===== config.mk =====
export PLATFORM = sky130hd
export DESIGN_NAME = ipslot_access_ctrl
export DESIGN_NICKNAME = d
export VERILOG_FILES = /design/src/rtl/ipsa_pkg.sv /design/src/rtl/ipsa_decode.sv /design/src/rtl/ipsa_timer.sv /design/src/rtl/ipsa_regs.sv /design/src/rtl/ipslot_access_ctrl.sv
export SDC_FILE = /design/constraint.sdc
export NUM_CORES = 1
export LEC_CHECK = 0
export ABC_AREA = 1
export BUFFER_PORTS_ARGS = -buffer_cell sky130_fd_sc_hd__buf_2
export CAP_MARGIN = 40
export CORE_MARGIN = 2
export CORE_UTILIZATION = 40
export DETAILED_ROUTE_END_ITERATION = 16
export HOLD_SLACK_MARGIN = 0.05
export PLACE_DENSITY = 0.76
export SLEW_MARGIN = 15
export SYNTH_ARGS = -nofsm -noshare
export SYNTH_HDL_FRONTEND = slang
export SYNTH_SLANG_ARGS = --single-unit

===== constraint.sdc =====
create_clock -name clk_i -period 2.1 [get_ports clk_i]
set_input_delay 0.42 -clock clk_i [delete_from_list [all_inputs] [get_ports clk_i]]
set_output_delay 0.42 -clock clk_i [all_outputs]
set_load 0.02 [all_outputs]

===== src/rtl/ipsa_pkg.sv =====
package ipsa_pkg;
  typedef enum logic [1:0] {SP_IO = 2'd0, SP_ID = 2'd1, SP_INT = 2'd2} space_e;
  typedef enum logic {ST_IDLE = 1'b0, ST_CYC = 1'b1} state_e;
  localparam int REG_IDX_W  = 3;
  localparam int MOD_ADDR_W = 7;
  localparam int CTRL_FAST  = 0;
  localparam int CTRL_TOIE  = 1;
endpackage


===== src/rtl/ipsa_decode.sv =====
module ipsa_decode
  import ipsa_pkg::*;
#(
  parameter int N_SLOTS = 4,
  parameter int SLOT_W  = $clog2(N_SLOTS),
  parameter int ADDR_W  = SLOT_W + 9
) (
  input  logic [ADDR_W-1:0]    addr_i,
  output logic                 is_reg_o,
  output logic [SLOT_W-1:0]    slot_o,
  output space_e               space_o,
  output logic [REG_IDX_W-1:0] reg_idx_o
);
  logic unused_addr;
  assign unused_addr = ^{addr_i[5:4], addr_i[0]};

  assign is_reg_o  = addr_i[ADDR_W-1];
  assign slot_o    = addr_i[8 +: SLOT_W];
  assign reg_idx_o = addr_i[3:1];

  always_comb begin
    if (!addr_i[7])     space_o = SP_IO;
    else if (!addr_i[6]) space_o = SP_ID;
    else                 space_o = SP_INT;
  end
endmodule


===== src/rtl/ipsa_timer.sv =====
module ipsa_timer #(
  parameter int LIMIT = 256,
  parameter int CNT_W = (LIMIT > 1) ? $clog2(LIMIT) : 1
) (
  input  logic clk_i,
  input  logic rst_ni,
  input  logic start_i,
  input  logic run_i,
  output logic expire_o
);
  logic [CNT_W-1:0] cnt_q;

  assign expire_o = run_i && (cnt_q == CNT_W'(LIMIT - 1));

  always_ff @(posedge clk_i or negedge rst_ni) begin
    if (!rst_ni)                 cnt_q <= '0;
    else if (start_i)            cnt_q <= '0;
    else if (run_i && !expire_o) cnt_q <= cnt_q + 1'b1;
  end

  a_r4_cnt_bound: assert property (@(posedge clk_i) disable iff (!rst_ni)
    cnt_q <= CNT_W'(LIMIT - 1));
  a_r4_restart: assert property (@(posedge clk_i) disable iff (!rst_ni)
    start_i |=> (cnt_q == '0));
endmodule


===== src/rtl/ipsa_regs.sv =====
module ipsa_regs
  import ipsa_pkg::*;
#(
  parameter int N_SLOTS = 4,
  parameter int DATA_W  = 16
) (
  input  logic                 clk_i,
  input  logic                 rst_ni,
  input  logic                 wr_i,
  input  logic [REG_IDX_W-1:0] idx_i,
  input  logic [DATA_W-1:0]    wdata_i,
  input  logic [N_SLOTS-1:0]   set_i,
  output logic [DATA_W-1:0]    rd_o,
  output logic [N_SLOTS-1:0]   fast_o,
  output logic                 irq_o
);
  localparam logic [REG_IDX_W-1:0] STAT_IDX = REG_IDX_W'(N_SLOTS);
  localparam int USED_W = (N_SLOTS > 2) ? N_SLOTS : 2;

  logic [N_SLOTS-1:0] fast_q, ie_q, flag_q;
  logic unused_wdata;
  assign unused_wdata = ^wdata_i[DATA_W-1:USED_W];

  for (genvar g = 0; g < N_SLOTS; g++) begin : g_slot
    always_ff @(posedge clk_i or negedge rst_ni) begin
      if (!rst_ni) begin
        fast_q[g] <= 1'b0;
        ie_q[g]   <= 1'b0;
      end else if (wr_i && idx_i == REG_IDX_W'(g)) begin
        fast_q[g] <= wdata_i[CTRL_FAST];
        ie_q[g]   <= wdata_i[CTRL_TOIE];
      end
    end

    always_ff @(posedge clk_i or negedge rst_ni) begin
      if (!rst_ni)                                    flag_q[g] <= 1'b0;
      else if (set_i[g])                              flag_q[g] <= 1'b1;
      else if (wr_i && idx_i == STAT_IDX && wdata_i[g]) flag_q[g] <= 1'b0;
    end

    a_r5_flag_set: assert property (@(posedge clk_i) disable iff (!rst_ni)
      set_i[g] |=> flag_q[g]);
    a_r7_w1c: assert property (@(posedge clk_i) disable iff (!rst_ni)
      (wr_i && idx_i == STAT_IDX && wdata_i[g] && !set_i[g]) |=> !flag_q[g]);
    a_r7_sticky: assert property (@(posedge clk_i) disable iff (!rst_ni)
      (flag_q[g] && !(wr_i && idx_i == STAT_IDX && wdata_i[g])) |=> flag_q[g]);
  end

  always_comb begin
    rd_o = '0;
    for (int n = 0; n < N_SLOTS; n++) begin
      if (idx_i == REG_IDX_W'(n)) begin
        rd_o[CTRL_FAST] = fast_q[n];
        rd_o[CTRL_TOIE] = ie_q[n];
      end
    end
    if (idx_i == STAT_IDX) rd_o[N_SLOTS-1:0] = flag_q;
  end

  assign fast_o = fast_q;
  assign irq_o  = |(flag_q & ie_q);
endmodule


===== src/rtl/ipslot_access_ctrl.sv =====
module ipslot_access_ctrl
  import ipsa_pkg::*;
#(
  parameter int N_SLOTS    = 4,
  parameter int DATA_W     = 16,
  parameter int CLK_HZ     = 32_000_000,
  parameter int TIMEOUT_NS = 8000
) (
  input  logic                         clk_i,
  input  logic                         rst_ni,
  input  logic                         req_i,
  input  logic                         we_i,
  input  logic [$clog2(N_SLOTS)+8:0]   addr_i,
  input  logic [DATA_W-1:0]            wdata_i,
  output logic                         ack_o,
  output logic [DATA_W-1:0]            rdata_o,
  output logic [N_SLOTS-1:0]           io_sel_o,
  output logic [N_SLOTS-1:0]           id_sel_o,
  output logic [N_SLOTS-1:0]           int_sel_o,
  output logic                         mod_we_o,
  output logic [MOD_ADDR_W-1:0]        mod_addr_o,
  output logic [DATA_W-1:0]            mod_wdata_o,
  input  logic [DATA_W-1:0]            mod_rdata_i,
  input  logic [N_SLOTS-1:0]           mod_ack_i,
  output logic [N_SLOTS-1:0]           clk_fast_o,
  output logic                         irq_o
);
  localparam int SLOT_W = $clog2(N_SLOTS);
  localparam int ADDR_W = SLOT_W + 9;
  localparam int TO_CYC = int'((longint'(CLK_HZ) * longint'(TIMEOUT_NS)) / 64'd1_000_000_000);

  state_e                state_q;
  logic [SLOT_W-1:0]     slot_q;
  space_e                space_q;
  logic                  we_q;
  logic [MOD_ADDR_W-1:0] addr_q;
  logic [DATA_W-1:0]     wdata_q;

  logic                  dec_reg;
  logic [SLOT_W-1:0]     dec_slot;
  space_e                dec_space;
  logic [REG_IDX_W-1:0]  dec_idx;
  logic [DATA_W-1:0]     reg_rd;
  logic                  take, reg_wr, mod_start, cyc, slot_ack, expire;
  logic [N_SLOTS-1:0]    to_set;

  ipsa_decode #(.N_SLOTS(N_SLOTS), .SLOT_W(SLOT_W), .ADDR_W(ADDR_W)) u_dec (
    .addr_i   (addr_i),
    .is_reg_o (dec_reg),
    .slot_o   (dec_slot),
    .space_o  (dec_space),
    .reg_idx_o(dec_idx)
  );

  assign cyc       = (state_q == ST_CYC);
  assign take      = (state_q == ST_IDLE) && req_i && !ack_o;
  assign reg_wr    = take && dec_reg && we_i;
  assign mod_start = take && !dec_reg;
  assign slot_ack  = cyc && mod_ack_i[slot_q];
  assign to_set    = (cyc && !slot_ack && expire) ? (N_SLOTS'(1) << slot_q) : '0;

  ipsa_timer #(.LIMIT(TO_CYC)) u_tmr (
    .clk_i   (clk_i),
    .rst_ni  (rst_ni),
    .start_i (mod_start),
    .run_i   (cyc),
    .expire_o(expire)
  );

  ipsa_regs #(.N_SLOTS(N_SLOTS), .DATA_W(DATA_W)) u_regs (
    .clk_i  (clk_i),
    .rst_ni (rst_ni),
    .wr_i   (reg_wr),
    .idx_i  (dec_idx),
    .wdata_i(wdata_i),
    .set_i  (to_set),
    .rd_o   (reg_rd),
    .fast_o (clk_fast_o),
    .irq_o  (irq_o)
  );

  always_ff @(posedge clk_i or negedge rst_ni) begin
    if (!rst_ni) begin
      state_q <= ST_IDLE;
      ack_o   <= 1'b0;
      rdata_o <= '0;
      slot_q  <= '0;
      space_q <= SP_IO;
      we_q    <= 1'b0;
      addr_q  <= '0;
      wdata_q <= '0;
    end else begin
      ack_o <= 1'b0;
      unique case (state_q)
        ST_IDLE: if (take) begin
          if (dec_reg) begin
            ack_o <= 1'b1;
            if (!we_i) rdata_o <= reg_rd;
          end else begin
            state_q <= ST_CYC;
            slot_q  <= dec_slot;
            space_q <= dec_space;
            we_q    <= we_i;
            addr_q  <= addr_i[MOD_ADDR_W-1:0];
            wdata_q <= wdata_i;
          end
        end
        ST_CYC: begin
          if (slot_ack) begin
            state_q <= ST_IDLE;
            ack_o   <= 1'b1;
            if (!we_q) rdata_o <= mod_rdata_i;
          end else if (expire) begin
            state_q <= ST_IDLE;
            ack_o   <= 1'b1;
            if (!we_q) rdata_o <= '1;
          end
        end
        default: state_q <= ST_IDLE;
      endcase
    end
  end

  for (genvar g = 0; g < N_SLOTS; g++) begin : g_sel
    assign io_sel_o[g]  = cyc && (slot_q == SLOT_W'(g)) && (space_q == SP_IO);
    assign id_sel_o[g]  = cyc && (slot_q == SLOT_W'(g)) && (space_q == SP_ID);
    assign int_sel_o[g] = cyc && (slot_q == SLOT_W'(g)) && (space_q == SP_INT);
  end

  assign mod_we_o    = we_q;
  assign mod_addr_o  = addr_q;
  assign mod_wdata_o = wdata_q;

  a_r1_one_select: assert property (@(posedge clk_i) disable iff (!rst_ni)
    $onehot0({io_sel_o, id_sel_o, int_sel_o}));
  a_r1_ack_pulse: assert property (@(posedge clk_i) disable iff (!rst_ni)
    ack_o |=> !ack_o);
  a_r3_ack_ends: assert property (@(posedge clk_i) disable iff (!rst_ni)
    slot_ack |=> (ack_o && state_q == ST_IDLE));
  a_r3_read_data: assert property (@(posedge clk_i) disable iff (!rst_ni)
    (slot_ack && !we_q) |=> (rdata_o == $past(mod_rdata_i)));
  a_r4_timeout_ones: assert property (@(posedge clk_i) disable iff (!rst_ni)
    (cyc && !slot_ack && expire && !we_q) |=> (ack_o && rdata_o == '1));
  a_r9_fields_stable: assert property (@(posedge clk_i) disable iff (!rst_ni)
    (cyc && $past(cyc)) |-> ($stable(mod_addr_o) && $stable(mod_wdata_o) && $stable(mod_we_o)));
  a_r11_idle_after_ack: assert property (@(posedge clk_i) disable iff (!rst_ni)
    ack_o |-> (state_q == ST_IDLE));
endmodule


; Word-level counts from Yosys, hierarchy flattened
; Index checks and enable logic that the tools add are counted.
[op_classes]
n_addsub = 1
mul = 0
div_mod_pow = 0
order_cmp = 1
n_eq_ne = 16
shift = 1
muxes = 38
bitwise = 3
n_reduce_logical = 50
[ops]
columns = operator, n
row1 = 2-to-1 mux 16 bit, 7
row2 = logical AND 1 bit, 35
row3 = case mux 16 bit (2 select lines), 1
row4 = 2-to-1 mux 1 bit, 17
row5 = 2-to-1 mux 8 bit, 2
row6 = 2-to-1 mux 2 bit, 6
row7 = nonzero test 2 bit, 5
row8 = "adder 8 x 1 -> 8 bit, second input constant", 1
row9 = "equality test 8 bit, second input constant", 1
row10 = 2-to-1 mux 4 bit, 2
row11 = "equality test 2 bit, second input constant", 3
row12 = "equality test 3 x 2 -> 1 bit, second input constant", 2
row13 = "!= test 2 bit, second input constant", 3
row14 = "!= test 3 bit, second input constant", 2
row15 = AND reduction 6 bit, 1
row16 = AND 4 bit, 1
row17 = "equality test 2 x 1 -> 1 bit, second input constant", 2
row18 = logical NOT 1 bit, 4
row19 = logical NOT 2 bit, 2
row20 = case mux 1 bit (2 select lines), 2
row21 = OR reduction 4 bit, 1
row22 = "left shift 1 x 2 -> 4 bit, first input constant", 1
row23 = "equality test 3 x 1 -> 1 bit, second input constant", 1
row24 = "equality test 3 bit, second input constant", 1
row25 = other kinds (6), 7
[word_totals]
register_bits = 66
latchBits = 0
ram_bits = 0
rom_bits = 0
inputBits = 51
out_inout_bits = 58
wordCells = 131
memories = 0

; Longest topological paths before layout
; Gate-level depths: netlist (run 1).
[logic_depth]
word_depth = 10
depth_mapped = 10
mapped_depth_nobuf = 9

; Cells and area by module
; Synthesis (run 1) repeated with hierarchy kept, for this count alone.
[unflattened]
cells_unflattened = 514
area_unflattened_um2 = 3794.9
[by_module_without_submodules]
columns = module, n_inst, cells_per_inst, area_each_um2, seq_area_each_um2
row1 = ipslot_access_ctrl, 1, 335, 2484.9, 1151.1
row2 = ipsa_regs, 1, 99, 732.0, 300.3
row3 = ipsa_timer, 1, 70, 515.5, 200.2
row4 = ipsa_decode, 1, 10, 62.6, 0.0

; Least setup slack after synthesis (run 1)
; Ideal clock, no wire load.
[synth_timing]
kind = register -> output
startpoint = register state_q, in the netlist cyc
endpoint = output id_sel_o[0]
arrival_time_ns = 1.130
required_time_ns = 1.680
slack_ns = 0.550
stages_incl_launch_ff = 5
n_path_buf = 2
cell_sequence = dfrtp_1 > buf_6 > clkbuf_1 > nand2_1 > nor2_1
[synth_via]
elab_chain_len = 2
[synth_lines]
columns = item, line_no
row1 = "start, declared", ipslot_access_ctrl.sv:32  ; state_e state_q;
row2 = "start signal, assigned", ipslot_access_ctrl.sv:84  ; state_q <= ST_IDLE;
row3 = "start signal, assigned", ipslot_access_ctrl.sv:100  ; state_q <= ST_CYC;
row4 = "start signal, assigned", ipslot_access_ctrl.sv:110  ; state_q <= ST_IDLE;
row5 = logical AND 1 bit (2 in a row), ipslot_access_ctrl.sv:126  ; assign id_sel_o[g] = cyc && (slot_q == SLOT_W'(g)) && (space_q == SP_ID);
row6 = "end, declared", ipslot_access_ctrl.sv:18  ; output logic [N_SLOTS-1:0] id_sel_o,
; Every way passes these cells.

; Worst setup path after layout (run 1)
[layout_timing]
startpoint = register slot_q[1]
endpoint = output id_sel_o[2]
[layout_via]
elab_chain_len = 3
[layout_lines]
columns = item, line_no
row1 = "start, declared", ipslot_access_ctrl.sv:33  ; logic [SLOT_W-1:0] slot_q;
row2 = "start signal, assigned", ipslot_access_ctrl.sv:101  ; slot_q <= dec_slot;
row3 = equality test 2 bit, ipslot_access_ctrl.sv:126
row4 = logical AND 1 bit (2 in a row), ipslot_access_ctrl.sv:126
; Every way passes these cells.

==> summary.md, run 1 <==
| Metric | Value |
|---|---|
| Status | completed |
| Minimum clock period | 1.877 ns |
| Simple-Gate Fraction of Synth Area | 36.95% |
| Gate Count Post-Synth | 408 |
| Yosys reg bits | 66 |
| Synth area leaders | dfrtp_1 51%, nand2_1 20%, nand2_2 4.8% |
| PostCTS Resize Cnt | 0 |
| RePlAce Congestion | 0.8325 |
| Nets | 571 |
| Post-Syn Area per Cell | roughly 7.9 um^2 |
| Fin Setup TNS | 0 ns |
| Total Wirelength | around 8 mm |
| Synth unique cells | 29 |
| Placed Cells | 610 |
| Pwr Density | 1366 nW/um^2 |
| Worst Max-Slew Pin Slew | 0.3732 ns |
| Gr usage total | 18.84% |
| WP data required | 1.68 ns |
| Xor/xnor share of the synthesized area | 0.8108% |
| Synth Flop Type | dfrtp_1 |
| Clock Skews | just under 0.01 ns |
| Vias in the first global route | 2885 |
| Post-synthesis async set-or-reset flop share | 100.0% |
| TritonCTS clock tree | yes |
| First drt pass iteration count | 4 |
| Root Driver | clkbuf_8 |
| Mapped cell area | 3241 um^2 |
| Mux cell area share after synthesis | 0% |
| Number of synthesized flops with an enable pin | 0 |
| Initial antenna violation count | 0 |
| Final setup fails | 0 |
| Post-CTS Setup Bufs | 0 |
| Syn nets | 460 |
| Clk pin slew, worst setup/hold paths | 0.08 ns |
| Share of cells above drive strength 1 | 31.87% |
| Sequential share of the synthesized area | 50.97% |
| Initial Util | 41.51% |
| Final Hold Fails | 0 |
| Routed WL per cell | around 13 um |
| Max_cap viols | 0 |
| Final Non-Filler Cells | approximately 630 |
| Hold/Removal Path Class | primary input to async pin |
| Inserted Clock Buffers | 9 |
| Number of port buffers | 108 |
| First-pass GRT wire length | 13.04 mm |
| Critical-path maximum fanout | 5 |
| Hpwl dp | 5.692 mm |
| Max rail drop VDD | ~0.00069 V |
| Clock latency on the worst-skew pair | around 0.34 ns |
| Die width | 94.01 um |
| Reg-to-Reg Start | cyc$_DFF_PN0_ |
| Final-report max-slew violation count | 0 |
| Rel. slew slack | approximately three quarters |
| Post-synthesis adder-cell area fraction | less than 1% |
| Hold-fix buffers, CTS | 0 |
| I/O pin count | about 110 |
| Unrepaired setup endpoints after global routing | false |
| Synth top area share | around 50% |
| Residual DRC count | 0 |
| Vias per inst | 4.786 |
| Die Ht | about 94 um |
| Most frequent cells in the layout | 170 x nand2_1, 108 x buf_2, 65 x dfrtp_1, 25 x nand2_2, 24 x nand3_1 |
| Largest net degree at the start of global routing | 67 |
| Grt total ovfl | 0 |
| Synth Warn # | 0 |
| Core area | slightly below 8000 um^2 |
| Die area | approximately 9000 um^2 |
| Complex-gate fraction of the synthesized area | 5.019% |
| Clock buffer depth | 2 |
| CP Launch Point | slot_q[1]$_DFFE_PN0P_ |
| Setup CP Type | flip-flop to output port |
| Period utilization | 89.36% |
| Critical Path End Type | output port |
| Highest Clock Rate | between 500 and 600 MHz |
| Total power draw | 0.005535 W |
| Clock Sinks | 66 |
| Largest family of logic cells by synthesized area | simple AND/OR/NAND/NOR gates |
| Antenna viol nets, final | 0 |
| Synth area leader | dfrtp_1 |
| Via Count | 2996 |
| CP arrival | about 1.5 ns |
| Leak | 2.314 nW |
| Antenna diode instance count | 0 |
| Crit path launch type | flip-flop |
| Final Util | just over 50% |
| Row count | 32 |
| Most common cell after layout, fill and taps aside | nand2_1 |
| DR iter-0 viols | 149 |
| H-tree levels | 3 |
| Area growth, synth to finish | 25.06% |
[per-stage QoR]
| step | hold WS (ns) | instance area, um^2 | worst slack [ns] |
|---|---|---|---|
| finish | 0.08801 | 4053 | 0.2234 |
| global route | 0.1131 | 4053 | 0.06468 |
| CTS | 0.09095 | 4051 | 0.1093 |
| detailed placement | 0.4638 | 3872 | 0.3061 |
| global placement | 0.4590 | 3872 | 0.3948 |
| floorplan | 0.1244 | 3241 | 0.5500 |
[cells in the mapped netlist (2+ instances only)]
master / number
nand3_1: 24
nand2_1: 170
nand2_2: 25
nor3_1: 6
nand4_1: 7
buf_4: 2
nand3b_1: 4
a21oi_1: 3
inv_1: 23
o21ai_1: 2
xor2_1: 3
clkbuf_1: 4
nand3_2: 2
nor2_4: 3
inv_2: 3
buf_2: 5
nor2_1: 23
dfrtp_1: 66
o21ai_0: 23
[cell type report]
cell class / count / area (um^2)
Tap cell: 102 / 127.6
Sequential cell: 66 / 1653
Timing Repair Buffer: 113 / 590.6
Clock buffer: 10 / 137.6
Multi-Input combinational cell: 302 / 1399
Clock inverter: 6 / 41.29
Inverter: 27 / 103.9
Fill cell: 737 / 3755
[registers in the layout, summed over array words and instances (netlist names)]
register       count
mod_wdata_o       16
rdata_o           16
u_tmr.cnt_q        8
mod_addr_o         7
u_regs.fast_o      4
u_regs.flag_q      4
u_regs.ie_q        4
slot_q             2
space_q            2
ack_o              1
cyc                1
mod_we_o           1
[cell families after synthesis]
kind of cell	count (synthesis)
AO/OA/AOI/OAI	31
AND/OR/NAND/NOR	267
buffers and inverters	40
XOR/XNOR	3
adder cells (fa/ha/maj)	1
flip-flops	66
[layer usage]
metal / global-route usage, % / routed length (um) / up-vias
met2: 30.71 / 3642 / 116
met4: 6.763 / 64 / 0
met3: 4.254 / 652 / 8
met1: 24.66 / 3476 / 1364
met5: 0 / 0 / -
li1: - / - / 1508
[report_power, final]
part / switching, W / total, W / leakage (nW) / internal (W)
sequential: 0.000375 / 0.00215 / 0.849 / 0.00178
clock: 0.000509 / 0.000969 / 0.0847 / 0.000460
combinational: 0.00162 / 0.00241 / 1.38 / 0.000799
total: 0.00250 / 0.00553 / 2.31 / 0.00303
[critical path: stages (launching register included)]
cell and delay (ns):
dfrtp_1 0.42, inv_1 0.09, nor2_1 0.16, nand2_1 0.14, nor2_1 0.14, buf_2 0.18
[worst paths after layout]
check                                            endpoint  slack [ns]  depth (start not counted)
worst max-delay path                          id_sel_o[2]        0.22                          5
worst min-delay path            mod_addr_o[2]$_DFFE_PN0P_        0.09                          2
min in group clk_i              mod_addr_o[4]$_DFFE_PN0P_        0.27                          3
worst min register to register  mod_addr_o[0]$_DFFE_PN0P_        0.48                          2
max in group asynchronous                   cyc$_DFF_PN0_        1.70                          2
worst max register to register     rdata_o[2]$_DFFE_PN0P_        0.39                          7
(Power assumes the default switching activity.)
==> run 2, diff against run 1 <==
ABC_AREA = default   (was 1)
==> run 2 against run 1 <==
Combinational power up 3%. Core utilization up 1.0 points. Worst hold slack got worse by 0.0071 ns. Die area fell by 1.7%. Non-clock buffer count is 4 higher. Worst setup slack lost 0.13 ns. Global-route usage is 0.52 points higher. Sequential cell count stayed put. Cell count fell by 15%. Sequential power decreased by 2%. Critical path type unchanged. Critical endpoint is now io_sel_o[1].
==> summary.md, run 2 <==
| Metric | Value |
|---|---|
| Syn nets | 370 (-20%) |
| First drt pass iteration count | 4 (unchanged) |
| Synth Warn # | 0 (unchanged) |
| Synth area leaders | dfrtp_1 52%, nand2_1 11%, mux2_2 4.6% |
| Unrepaired setup endpoints after global routing | false |
| Rel. slew slack | 72.80% (-2.3 points) |
| Sequential share of the synthesized area | 51.87% (+0.90 points) |
| Hold/Removal Path Class | primary input to async pin |
| Clock power share | 19.2% (+1.7 points) |
| Gr usage total | 19.36% (+0.52 points) |
| Die area | 8691 um^2 (-1.7%) |
| Area growth, synth to finish | 28.41% |
| Hpwl dp | 5.665 mm (-0.47%) |
| I/O pin count | 109 (unchanged) |
| Die Ht | 93.23 um (-0.84%) |
| Switching power total | 0.002310 W (-7.6%) |
| Number of port buffers | 108 (unchanged) |
| Reg-to-Reg Start | ack_o$_DFF_PN0_ |
| DR iter-0 viols | 143 (-4.0%) |
| Placed Cells | 517 (-15%) |
| Period utilization | 95.39% (+6.0 points) |
| Max rail drop VDD | 0.0006495 V (-6.3%) |
| Post-placement cell area | 3839 um^2 (-0.87%) |
| Total Wirelength | 7.921 mm (+1.1%) |
| Antenna diode instance count | 0 (unchanged) |
| Gate Count Post-Synth | 318 (-22%) |
| Combinational power share | 43.7% (about the same) |
| Yosys reg bits | 66 (unchanged) |
| Row count | 32 (unchanged) |
| Most frequent cell after synthesis | nand2_1 |
| Leak | 2.130 nW (-8.0%) |
| Most common cell after layout, fill and taps aside | buf_2 |
| Root Driver | clkbuf_8 |
| Final Non-Filler Cells | 535 (-15%) |
| R2R Setup Slk | 0.15 ns (-0.24 ns) |
| Mapped cell area | 3184 um^2 (-1.7%) |
| DP Worst Slack | 0.08401 ns (-0.2221 ns) |
| First-pass GRT wire length | 13.23 mm (+1.5%) |
| Clk pin slew, worst setup/hold paths | 0.08 ns (about the same) |
| Antenna viol nets, final | 0 (unchanged) |
| PnR worst setup slack | 0.09685 ns (-0.1266 ns) |
| Largest net degree at the start of global routing | 67 (unchanged) |
| Switching Share | 40.61% (-4.6 points) |
| Max_cap viols | 0 (unchanged) |
| Clock Sinks | 66 (unchanged) |
| Clock latency on the worst-skew pair | 0.34 ns (about the same) |
| Critical Path End Type | output port |
| Fill cells | 711 (-3.5%) |
| Critical-path maximum fanout | 12 (+7) |
| Most frequent cells in the layout | 107 x buf_2, 95 x nand2_1, 65 x dfrtp_1, 13 x mux2_2, 13 x o21a_1 |
| Core area | 7727 um^2 (-1.0%) |
| Clock Skews | 0.007529 ns (-0.002259 ns) |
| Initial antenna violation count | 0 (unchanged) |
| Worst R2R Path Depth | 5 (-2) |
| Setup CP Type | flip-flop to output port |
| Highest Clock Rate | 499.2 MHz (-6.3%) |
| Register area | 1653 um^2 (unchanged) |
| Grt total ovfl | 0 (unchanged) |
| Sequential share of power | 37.0% (-1.9 points) |
| Synth cell count leaders | 95 x nand2_1, 66 x dfrtp_1, 13 x mux2_2, 13 x o21a_1, 12 x o21ai_0 |
| Synth unique cells | 42 (+45%) |
| WHS | 0.08089 ns (-0.007119 ns) |
| Pint | 0.003378 W (+11%) |
| Post-Syn Area per Cell | 10.01 um^2 (+26%) |
| CP Launch Point | slot_q[1]$_DFFE_PN0P_ |
| Synth area leader | dfrtp_1 |
| Pwr Density | 1391 nW/um^2 (+1.9%) |
| Via Count | 2724 (-9.1%) |
| Share of cells above drive strength 1 | 38.11% (+6.2 points) |
| Inserted Clock Buffers | 9 (unchanged) |
| Area taken by multi-input logic gates | 1430 um^2 (+2.2%) |
| Routed WL per cell | 14.81 um (+18%) |
| Vias per inst | 5.092 (+6.4%) |
| Post-synthesis async set-or-reset flop share | 100.0% (unchanged) |
| Final-report max-slew violation count | 0 (unchanged) |
| Number of synthesized flops with an enable pin | 0 (unchanged) |
| Final Hold Fails | 0 (unchanged) |
| Die width | 93.23 um (-0.84%) |
| CP arrival | 1.58 ns (+0.12 ns) |
| Synth top area share | 51.87% (+0.90 points) |
| Residual DRC count | 0 (unchanged) |
| Final setup fails | 0 (unchanged) |
| WP data required | 1.68 ns (about the same) |
| Initial Util | 41.21% (-0.30 points) |
| Crit path launch type | flip-flop |
| Clock buffer depth | 2 (unchanged) |
| Reg2Reg Capture Point | rdata_o[7]$_DFFE_PN0P_ |
| Synth Flop Type | dfrtp_1 |
| Worst Max-Slew Pin Slew | 0.4079 ns (+0.03477 ns) |
| Minimum clock period | 2.003 ns (+0.1266 ns) |
| Worst setup endpoint | io_sel_o[1] |
| Status | completed |
| Nets | 480 (-16%) |
| Hold-fix buffers, CTS | 0 (unchanged) |
| Vias in the first global route | 2676 (-7.2%) |
| Fin Setup TNS | 0 ns (unchanged) |
| RePlAce Congestion | 0.9137 (+9.8%) |
| Post-route cell area | 4089 um^2 (+0.90%) |
| H-tree levels | 3 (unchanged) |
| TritonCTS clock tree | yes |
[run 2: cell type report]
type / count / share of cell area (%)
sequential: 66 / 40.42
multi-input combinational: 227 / 34.98
timing repair buffer: 117 / 15.85
clock buffer: 11 / 3.703
tap: 102 / 3.121
clock inverter: 5 / 1.285
inverter: 7 / 0.6426
[run 2: per-layer routing]
metal  up-vias  wire (um)  global-route usage (%)
met3         8        585                   5.238
met4         0         49                   4.412
li1       1321          -                       -
met1      1297       3557                   26.49
met2        98       3729                   30.82
met5         -          0                       0
[run 2: kinds of logic (layout without fill, tap and decap cells)]
logic type | count (synthesis) | after routing | share of synthesized area [%]
AOI/OAI and AO/OA | 46 | 46 | 10.41
muxes | 33 | 33 | 12.53
and+or+nand+nor | 147 | 147 | 21.22
buffers and inverters | 25 | 140 | 3.576
DFF | 66 | 66 | 51.87
adders and majority gates | 1 | 1 | 0.3929
[run 2: per-stage QoR]
step	util, %	power [W]
2_1_floorplan	-	0.003741
3_3_place_gp	49.68	0.004459
3_5_place_dp	49.68	0.004554
4_1_cts	52.38	0.005671
5_1_grt	52.91	0.006091
6_report	52.91	0.005688
[run 2: worst max-delay path: stages (launching register included)]
cell,delay [ns]
dfrtp_1,0.48
buf_4,0.22
nor4_1,0.32
buf_2,0.22
[run 2: power groups by stage]
stage | Clock (W) | Combinational, W | Sequential [W]
final | 0.00109 | 0.00249 | 0.00211
after global routing | 0.00118 | 0.00274 | 0.00216
after CTS | 0.00112 | 0.00245 | 0.00211
after detailed placement | 0 | 0.00243 | 0.00212
after global placement | 0 | 0.00237 | 0.00209
after floorplan | 0 | 0.00124 | 0.00250
[run 2: repair_timing]
item,4_1_cts,5_1_grt
pin swaps,0,1
gates cloned,0,0
setup endpoints to repair,7,9
setup buffers,0,2
resized for setup,2,4
endpoints found under the hold margin,0,0
[run 2: how the worst min path moves through the flow]
stage                                startpoint                     endpoint  slack (ns)
global route                             rst_ni      rdata_o[10]$_DFFE_PN0P_        0.09
global placement     mod_wdata_o[8]$_DFFE_PN0P_   mod_wdata_o[8]$_DFFE_PN0P_        0.45
floorplan                                rst_ni              ack_o$_DFF_PN0_        0.12
CTS                                      rst_ni      rdata_o[10]$_DFFE_PN0P_        0.10
finish                                   rst_ni      rdata_o[14]$_DFFE_PN0P_        0.08
detailed placement  mod_wdata_o[12]$_DFFE_PN0P_  mod_wdata_o[12]$_DFFE_PN0P_        0.46
==> run 3, diff against run 2 <==
BUFFER_PORTS_ARGS = default   (was -buffer_cell sky130_fd_sc_hd__buf_2)
DONT_BUFFER_PORTS = 1   (was default)
PLACE_DENSITY = 0.64   (was 0.76)
SKIP_LAST_GASP = 1   (was default)
==> run 3 against run 2 <==
Via count down 14%. Count of clock-buffer cells in the layout unchanged. Wire length is 5.2% lower. Critical path depth grew 1. Global-route usage down 1.7 points. Combinational power down 38%. Sequential cell count unchanged. Register-to-register slack better by 0.09 ns. Critical path type unchanged. Highest routed layer unchanged.
==> summary.md, run 3 (synthesized netlist as in run 2, its figures left out) <==
| Metric | Value |
|---|---|
| Clock buffer depth | 2 (unchanged) |
| Max_cap viols | 0 (unchanged) |
| Reg2Reg Capture Point | u_tmr.cnt_q[6]$_DFFE_PN0P_ |
| Most common cell after layout, fill and taps aside | nand2_1 |
| Area growth, synth to finish | 13.67% |
| DR iter-0 viols | 51 (-64%) |
| TritonCTS clock tree | yes |
| Most used cell, CP | buf_4 |
| Die Ht | 93.23 um (unchanged) |
| Nets | 387 (-19%) |
| Final Hold Fails | 0 (unchanged) |
| Max incr delay on CP | 0.40 ns (-0.08 ns) |
| Clk pin slew, worst setup/hold paths | 0.07 ns (about the same) |
| Grt total ovfl | 0 (unchanged) |
| Critical-path maximum fanout | 7 (-5) |
| R2R Setup Slk | 0.24 ns (+0.09 ns) |
| Final setup fails | 0 (unchanged) |
| Final Util | 46.84% (-6.1 points) |
| Number of port buffers | 0 (-100%) |
| Highest Clock Rate | 508.9 MHz (+1.9%) |
| CP arrival | 1.55 ns (-0.03 ns) |
| I/O pin count | 109 (unchanged) |
| Hpwl dp | 5.344 mm (-5.7%) |
| Inserted Clock Buffers | 9 (unchanged) |
| Total Wirelength | 7.512 mm (-5.2%) |
| Buf/Inv on CP | 2 (unchanged) |
| Die area | 8691 um^2 (unchanged) |
| Share of cells above drive strength 1 | 20.00% (-18 points) |
| WP data required | 1.68 ns (about the same) |
| Period utilization | 93.58% (-1.8 points) |
| Cell family with most CP delay | simple AND/OR/NAND/NOR gates |
| Placed Cells | 424 (-18%) |
| Residual DRC count | 0 (unchanged) |
| Core area | 7727 um^2 (unchanged) |
| PostCTS Resize Cnt | 0 (-2) |
| Vias per inst | 5.308 (+4.2%) |
| Die width | 93.23 um (unchanged) |
| First-pass GRT wire length | 11.87 mm (-10%) |
| Pwr Density | 1416 nW/um^2 (+1.8%) |
| Initial Util | 41.21% (unchanged) |
| Fin Setup TNS | 0 ns (unchanged) |
| First drt pass iteration count | 4 (unchanged) |
| H-tree levels | 3 (unchanged) |
| WHS | 0.1811 ns (+0.1002 ns) |
| Final Non-Filler Cells | 442 (-17%) |
| Post-placement cell area | 3411 um^2 (-11%) |
| Antenna viol nets, final | 0 (unchanged) |
| Reg-to-Reg Start | u_tmr.cnt_q[0]$_DFFE_PN0P_ |
| Crit. path cell count | 4 (+1) |
| Clock Sinks | 66 (unchanged) |
| Root Driver | clkbuf_8 |
| Most frequent cells in the layout | 95 x nand2_1, 66 x dfrtp_1, 21 x buf_4, 13 x mux2_2, 13 x o21a_1 |
| Antenna diode instance count | 0 (unchanged) |
| Fill cells | 705 (-0.84%) |
| RePlAce Congestion | 0.8302 (-9.1%) |
| Clock Skews | 0.01318 ns (+0.005651 ns) |
| Hold Path End | mod_addr_o[4]$_DFFE_PN0P_ |
| Setup CP Type | flip-flop to output port |
| Worst Max-Slew Pin Slew | 0.5148 ns (+0.1068 ns) |
| Largest net degree at the start of global routing | 67 (unchanged) |
| Hold/Removal Path Class | primary input to flip-flop |
| Slowest-stage cell, CP | dfrtp_1 |
| HP Start | addr_i[4] |
| Status | completed |
| Leak | 1.709 nW (-20%) |
| Vias in the first global route | 2307 (-14%) |
| Gr usage total | 17.68% (-1.7 points) |
| Max rail drop VDD | 0.0006163 V (-5.1%) |
| Critical Path End Type | output port |
| Crit-path cells | buf_4, nand2b_1, nor4_1, buf_4 |
| Via Count | 2346 (-14%) |
| Rel. slew slack | 65.37% (-7.4 points) |
| Final-report max-slew violation count | 0 (unchanged) |
| Unrepaired setup endpoints after global routing | false |
| Crit path launch type | flip-flop |
| Initial antenna violation count | 0 (unchanged) |
| Clock latency on the worst-skew pair | 0.34 ns (about the same) |
| Worst R2R Path Depth | 5 (unchanged) |
| Routed WL per cell | 17.00 um (+15%) |
| Hold depth | 2 |
| Post-route cell area | 3620 um^2 (-11%) |
| Row count | 32 (unchanged) |
| Minimum clock period | 1.965 ns (-0.03805 ns) |
-- run 3: cell count changes in the layout (fill, tap and decap cells not counted), sizes merged --
cell	delta
buf	-94
bufinv	-1
clkinvlp	+1
dlygate4sd3	+1
-- run 3: how the worst max path moves through the flow --
stage | startpoint | endpoint | slack [ns]
after CTS | slot_q[0]$_DFFE_PN0P_ | io_sel_o[0] | 0.11
after global routing | slot_q[0]$_DFFE_PN0P_ | io_sel_o[0] | 0.03
after global placement | ack_o$_DFF_PN0_ | rdata_o[8]$_DFFE_PN0P_ | 0.26
final | slot_q[0]$_DFFE_PN0P_ | io_sel_o[0] | 0.13
after detailed placement | cyc$_DFF_PN0_ | mod_addr_o[2]$_DFFE_PN0P_ | 0.26
after floorplan | cyc$_DFF_PN0_ | io_sel_o[1] | 0.05
-- run 3: area by class of cell --
cell class	count	area, um^2	share of cell area, %
Timing Repair Buffer	24	215.2	5.945
Clock buffer	11	141.4	3.906
Clock inverter	5	30.03	0.8296
Tap cell	102	127.6	3.526
Multi-Input combinational cell	227	1428	39.44
Sequential cell	66	1652	45.63
Inverter	7	26.28	0.7259
-- run 3: through the flow --
step | power [W] | setup slack [ns]
2_1_floorplan | 0.003741 | 0.04705
3_3_place_gp | 0.004130 | 0.2611
3_5_place_dp | 0.004185 | 0.2574
4_1_cts | 0.005181 | 0.1114
5_1_grt | 0.005469 | 0.02753
6_report | 0.005125 | 0.1349
-- run 3: routing by layer --
layer  routed length (um)  track usage [%]  vias up  part of all wire [%]
met4                   78            6.618        0                   1.0
met5                    0                0        -                     0
met3                  722            7.816        9                   9.6
li1                     -                -     1130                     -
met1                 3178            21.58     1105                    42
met2                 3533            27.58      102                    47
-- run 3: what timing repair did --
item | in CTS | in global routing
endpoints found under the hold margin | 66 | 0
buffers inserted | 0 | 0
hold buffers | 2 | 0
-- run 3: power breakdown --
group          internal (W)  total (W)  leakage (nW)  switching (W)
sequential          0.00175    0.00262         0.857       0.000873
clock              0.000454   0.000950        0.0851       0.000496
combinational      0.000729    0.00155         0.767       0.000824
